## config.mk

```make
export PLATFORM = sky130hd
export DESIGN_NAME = eff_addr_gen
export DESIGN_NICKNAME = d
export VERILOG_FILES = /design/src/rtl/eag_pkg.sv /design/src/rtl/eag_disp_ext.sv /design/src/rtl/eag_addr_calc.sv /design/src/rtl/eag_align_chk.sv /design/src/rtl/eff_addr_gen.sv
export SDC_FILE = /design/constraint.sdc
export NUM_CORES = 1
export LEC_CHECK = 0
export ABC_AREA = 1
export BUFFER_PORTS_ARGS = -buffer_cell sky130_fd_sc_hd__buf_2
export CAP_MARGIN = 30
export CELL_PAD_IN_SITES_DETAIL_PLACEMENT = 1
export CELL_PAD_IN_SITES_GLOBAL_PLACEMENT = 2
export CORE_AREA = 8 8 162 164
export DETAILED_ROUTE_END_ITERATION = 8
export DIE_AREA = 0 0 170 172
export HOLD_SLACK_MARGIN = 0.03
export PLACE_DENSITY_LB_ADDON = 0.1
export SKIP_LAST_GASP = 1
export SYNTH_ARGS = -nofsm -noshare
export SYNTH_HDL_FRONTEND = slang
export SYNTH_SLANG_ARGS = --single-unit
```

## constraint.sdc

```tcl
create_clock -name clk -period 4.2 [get_ports clk]
set_input_delay 0.84 -clock clk [delete_from_list [all_inputs] [get_ports clk]]
set_output_delay 0.84 -clock clk [all_outputs]
set_load 0.01 [all_outputs]
```

## src/rtl/eag_pkg.sv

```systemverilog
package eag_pkg;
  localparam int unsigned ADDR_W  = 32;
  localparam int unsigned MODE_W  = 3;
  localparam int unsigned SCALE_W = 2;
  localparam int unsigned DSEL_W  = 2;
  localparam int unsigned SIZE_W  = 2;
  localparam int unsigned NARROW_W = 8;
  localparam int unsigned MID_W    = 16;

  typedef enum logic [MODE_W-1:0] {
    EA_ABS    = 3'd0,
    EA_BDISP  = 3'd1,
    EA_BIDX   = 3'd2,
    EA_SCALED = 3'd3,
    EA_PCREL  = 3'd4
  } ea_mode_e;

  typedef enum logic [DSEL_W-1:0] {
    DW_8  = 2'd0,
    DW_16 = 2'd1,
    DW_32 = 2'd2,
    DW_32B = 2'd3
  } disp_w_e;

  typedef enum logic [SIZE_W-1:0] {
    SZ_BYTE  = 2'd0,
    SZ_HALF  = 2'd1,
    SZ_WORD  = 2'd2,
    SZ_WORDB = 2'd3
  } acc_size_e;

  function automatic logic [ADDR_W-1:0] sext_narrow(input logic [NARROW_W-1:0] v);
    return {{(ADDR_W-NARROW_W){v[NARROW_W-1]}}, v};
  endfunction

  function automatic logic [ADDR_W-1:0] sext_mid(input logic [MID_W-1:0] v);
    return {{(ADDR_W-MID_W){v[MID_W-1]}}, v};
  endfunction

  function automatic logic [ADDR_W-1:0] scale_idx(input logic [ADDR_W-1:0] v,
                                                  input logic [SCALE_W-1:0] sh);
    return v << sh;
  endfunction

  function automatic logic misalign_of(input logic [1:0] low, input acc_size_e sz);
    logic r;
    case (sz)
      SZ_BYTE: r = 1'b0;
      SZ_HALF: r = low[0];
      default: r = |low;
    endcase
    return r;
  endfunction
endpackage

```

## src/rtl/eag_disp_ext.sv

```systemverilog
module eag_disp_ext
  import eag_pkg::*;
#(
  parameter int unsigned W = ADDR_W
) (
  input  logic [W-1:0]      disp_raw,
  input  logic [DSEL_W-1:0] sel,
  output logic [W-1:0]      disp_ext
);
  disp_w_e sel_e;
  assign sel_e = disp_w_e'(sel);

  always_comb begin
    case (sel_e)
      DW_8:    disp_ext = sext_narrow(disp_raw[NARROW_W-1:0]);
      DW_16:   disp_ext = sext_mid(disp_raw[MID_W-1:0]);
      default: disp_ext = disp_raw;
    endcase
  end
endmodule

```

## src/rtl/eag_addr_calc.sv

```systemverilog
module eag_addr_calc
  import eag_pkg::*;
#(
  parameter int unsigned W = ADDR_W
) (
  input  logic [MODE_W-1:0]  mode,
  input  logic [W-1:0]       base,
  input  logic [W-1:0]       index,
  input  logic [SCALE_W-1:0] scale,
  input  logic [W-1:0]       disp_ext,
  input  logic [W-1:0]       pc,
  output logic [W-1:0]       ea
);
  ea_mode_e   mode_e;
  logic [W-1:0] term_anchor;
  logic [W-1:0] term_index;
  logic [W-1:0] term_disp;
  logic [W-1:0] idx_scaled;

  assign mode_e     = ea_mode_e'(mode);
  assign idx_scaled = scale_idx(index, scale);

  always_comb begin
    term_anchor = '0;
    term_index  = '0;
    term_disp   = disp_ext;
    case (mode_e)
      EA_BDISP:  term_anchor = base;
      EA_BIDX: begin
        term_anchor = base;
        term_index  = index;
        term_disp   = '0;
      end
      EA_SCALED: begin
        term_anchor = base;
        term_index  = idx_scaled;
      end
      EA_PCREL:  term_anchor = pc;
      default:   term_anchor = '0;
    endcase
  end

  assign ea = term_anchor + term_index + term_disp;
endmodule

```

## src/rtl/eag_align_chk.sv

```systemverilog
module eag_align_chk
  import eag_pkg::*;
(
  input  logic [1:0]        addr_low,
  input  logic [SIZE_W-1:0] size,
  output logic              misalign
);
  assign misalign = misalign_of(addr_low, acc_size_e'(size));
endmodule

```

## src/rtl/eff_addr_gen.sv

```systemverilog
module eff_addr_gen
  import eag_pkg::*;
#(
  parameter int unsigned AW = ADDR_W
) (
  input  logic               clk,
  input  logic               rst,
  input  logic               in_valid,
  input  logic [MODE_W-1:0]  mode,
  input  logic [AW-1:0]      base,
  input  logic [AW-1:0]      index,
  input  logic [SCALE_W-1:0] scale,
  input  logic [AW-1:0]      disp,
  input  logic [DSEL_W-1:0]  disp_sel,
  input  logic [AW-1:0]      pc,
  input  logic [SIZE_W-1:0]  acc_size,
  output logic               out_valid,
  output logic [AW-1:0]      out_addr,
  output logic               out_misalign
);
  logic [AW-1:0] disp_x;
  logic [AW-1:0] ea_next;
  logic          mis_next;

  eag_disp_ext #(.W(AW)) u_ext (
    .disp_raw (disp),
    .sel      (disp_sel),
    .disp_ext (disp_x)
  );

  eag_addr_calc #(.W(AW)) u_calc (
    .mode     (mode),
    .base     (base),
    .index    (index),
    .scale    (scale),
    .disp_ext (disp_x),
    .pc       (pc),
    .ea       (ea_next)
  );

  eag_align_chk u_align (
    .addr_low (ea_next[1:0]),
    .size     (acc_size),
    .misalign (mis_next)
  );

  always_ff @(posedge clk) begin
    if (rst) begin
      out_valid    <= 1'b0;
      out_addr     <= '0;
      out_misalign <= 1'b0;
    end else begin
      out_valid <= in_valid;
      if (in_valid) begin
        out_addr     <= ea_next;
        out_misalign <= mis_next;
      end
    end
  end
endmodule

```

==> impl_results.md <==
* Max Cap Viol at 0
* Worst hold-check path type: flop to flop
* Setup Buffers After CTS at 0
* Unrepaired setup endpoints after global routing: false
* Clk sink count at 34
* Register area share after synthesis at 11.26%
* Post-Synth Adder-Cell Area at 16.81%
* Clock transition at path regs at 60 ps
* Power Density at 277.4 nW/um2
* CTS tree: done
* Area occupied by multi-input gates at 4332 um2
* Post-synthesis cell count at 1081
* Clock Skew at 0 ps
* Yosys warning count at 0
* First-pass GRT wire length at 40160 um
* GPL Wtd Cong at 0.8332
* Port bufs at 173
* Vias per cell at 4.498
* Synth Area in XOR/XNOR at 1.739%
* Fin nets at 1471
* Post-synthesis compound-gate area fraction at 17.51%
* Actual slew at the worst max-slew pin at 533.0 ps
* Mux cell area share after synthesis at 0%
* Distinct cells, synth at 37
* Final Hold Vio Count at 0
* Setup TNS Final at 0 ps
* Slew Viols, Final at 0
* Io pins at 174
* Peak Freq at 265.7 MHz
* Status: complete, no violations
* CTS H-Tree Depth at 2
* Critical path data required time at 4380 ps
* Share of layout cells above drive strength 1 at 20.31%
* Chip Width at 170 um
* Main combinational cell family by area after synthesis: simple AND/OR/NAND/NOR gates
* VDD IR max at 0.0001864 V
* Clk Tree Root Cell: clkbuf_16
* Initial core utilization at 25.38%
* Core Region at 23820 um2
* Ys flop type: dfxtp_1
* Synth Cell Area at 6045 um2
* Initial antenna violation count at 0
* Fill count at 3274
* Worst-Skew Late Latency at 280 ps
* Worst Path Max Fanout at 28
* Ys async rst share at 0%
* Largest net degree at the start of global routing at 50
* Setup Viol. Count Final at 0
* Mean Syn Cell Area at 5.592 um2
* Global route overflow at 0
* Post-synth EDFFs at 0
* CTS buffer count at 5
* # rows at 57
* Critical path class: primary input to flop
* TritonRoute pass-1 iters at 5
* Vias in the first global route at 7633
* WL/cell at 15.66 um
* Critical Path End Type: flop
* CTS Hold Bufs at 0
* LEAKAGE at 4.483 nW
* Simple-gate share of the synthesized area at 35.50%
* # diodes at 0
* Post-layout min period at 3764 ps
* Final ANT Viol Nets at 0
* Die area at 29240 um2
* Final design utilization at 32.77%
* Gr usage total at 17.05%
* Tcrit/Tclk final at 89.62%
* Clock Tree Buf Depth at 2
* Residual DRC count at 0
* Post_cts resized at 0
* Yosys reg bits at 34
* Die height at 172 um
* Critical path arrival at 3940 ps
* DP HPWL at 21730 um
* Vias at 7170
* Final worst slack at 436.0 ps
* CP startpoint kind: primary input
* Syn nets at 1283
* Post-Route WL at 24960 um
* Reg area at 680.7 um2
* DRT iter0 DRCs at 233
* Slew HR at 64.09%
* Dpl ws at 81.60 ps
* Syn-to-layout area delta at 29.12%
* R2R Setup Slk at 3470 ps
-- worst max-delay path, cell delays in order --
cell and delay, ps:
buf_2 130, buf_12 160, o21ai_0 240, o21ai_0 130
o22ai_1 220, inv_1 100, fa_1 500, inv_1 40
ha_1 350, a21oi_1 260, o21ai_0 170, a21oi_1 210
nand2_1 170, nand2_1 110, nand2_1 60, nand2_1 50
nand3_1 60, nand2_1 80, inv_1 30
-- cells by family after synthesis --
| kind of cell | Yosys count |
|---|---|
| AOI/OAI and AO/OA | 196 |
| xor gates and xnor gates | 12 |
| adders and majority gates | 62 |
| buffers and inverters | 271 |
| DFF | 34 |
| and+or+nand+nor | 506 |
-- power by group --
group / internal [mW] / switching [mW] / leakage (nW)
sequential: 0.368 / 0.0224 / 0.282
clock: 0.341 / 0.147 / 0.0940
combinational: 0.502 / 0.784 / 4.11
total: 1.21 / 0.953 / 4.48
-- per-stage QoR --
step | hold slack [ps] | instance area [um2] | total power, mW | cells
5_1_grt | 483.4 | 7805 | 2.382 | 1594
6_report | 462.1 | 7805 | 2.165 | 1594
3_3_place_gp | 452.5 | 7601 | 1.687 | 1586
4_1_cts | 463.8 | 7795 | 2.200 | 1594
3_5_place_dp | 453.8 | 7601 | 1.698 | 1586
2_1_floorplan | 485.8 | 6045 | 1.176 | 1081
-- cell usage in the layout, fill, tap and decap left out, drive strengths merged, types with 8 or more instances in the layout --
cell	Yosys	routed
nand2	249	249
inv	226	226
buf	10	226
nor2	127	127
o21ai	115	115
nand3	113	113
a21oi	40	40
dfxtp	34	34
fa	32	32
ha	30	30
o22ai	27	27
xor2	8	8
-- layer usage --
layer / global-route usage (%) / up-vias / wire length [um]
met2: 27.81 / 110 / 11070
met1: 24.23 / 3297 / 12850
met5: 0 / - / 0
met4: 2.441 / 0 / 138
li1: - / 3756 / -
met3: 2.009 / 7 / 903
-- path summary, 6_finish.rpt --
check                              endpoint                 startpoint  cells past startpoint
setup / recovery  out_addr[22]$_SDFFE_PP0P_                   scale[0]                     19
hold reg to reg   out_misalign$_SDFFE_PP0P_  out_misalign$_SDFFE_PP0P_                      2
hold / removal    out_misalign$_SDFFE_PP0P_  out_misalign$_SDFFE_PP0P_                      2
setup reg to reg  out_addr[31]$_SDFFE_PP0P_  out_addr[31]$_SDFFE_PP0P_                      2
-- sequential cells by signal, summed over array words and instances, names as in the netlist --
name          count
out_valid         1
out_misalign      1
out_addr         32
-- synthesized netlist by cell type (2+ instances only) --
cell type / number / area [um2]
dfxtp_1: 34 / 680.7
inv_2: 3 / 11.26
nor3_1: 3 / 15.01
o21ai_1: 7 / 35.03
o21bai_1: 3 / 22.52
nand4_1: 7 / 43.79
nand3_1: 110 / 550.5
a31oi_1: 2 / 12.51
o21a_1: 2 / 15.01
a21oi_2: 3 / 26.28
nand3b_1: 2 / 15.01
clkbuf_1: 35 / 131.4
nand2_2: 4 / 25.02
a21oi_1: 37 / 185.2
nand2_1: 244 / 915.9
xor2_1: 8 / 70.07
o22ai_1: 27 / 168.9
nor2_4: 2 / 22.52
inv_1: 222 / 833.3
nor2_1: 121 / 454.2
fa_1: 32 / 640.6
a21o_1: 5 / 37.54
o21ai_0: 108 / 540.5
nor2_2: 4 / 25.02
ha_1: 30 / 375.4
nand3_2: 3 / 30.03
xnor2_1: 4 / 35.03
buf_2: 9 / 45.04
or2_0: 2 / 12.51
-- final cells by class --
class,instances,area share (%)
timing repair buffer,226,17.20
multi-input combinational,776,55.50
inverter,226,10.90
clock buffer,5,1.603
clock inverter,3,0.8817
sequential,34,8.721
tap,324,5.194
Note: power is estimated with default switching activity, not from simulation.
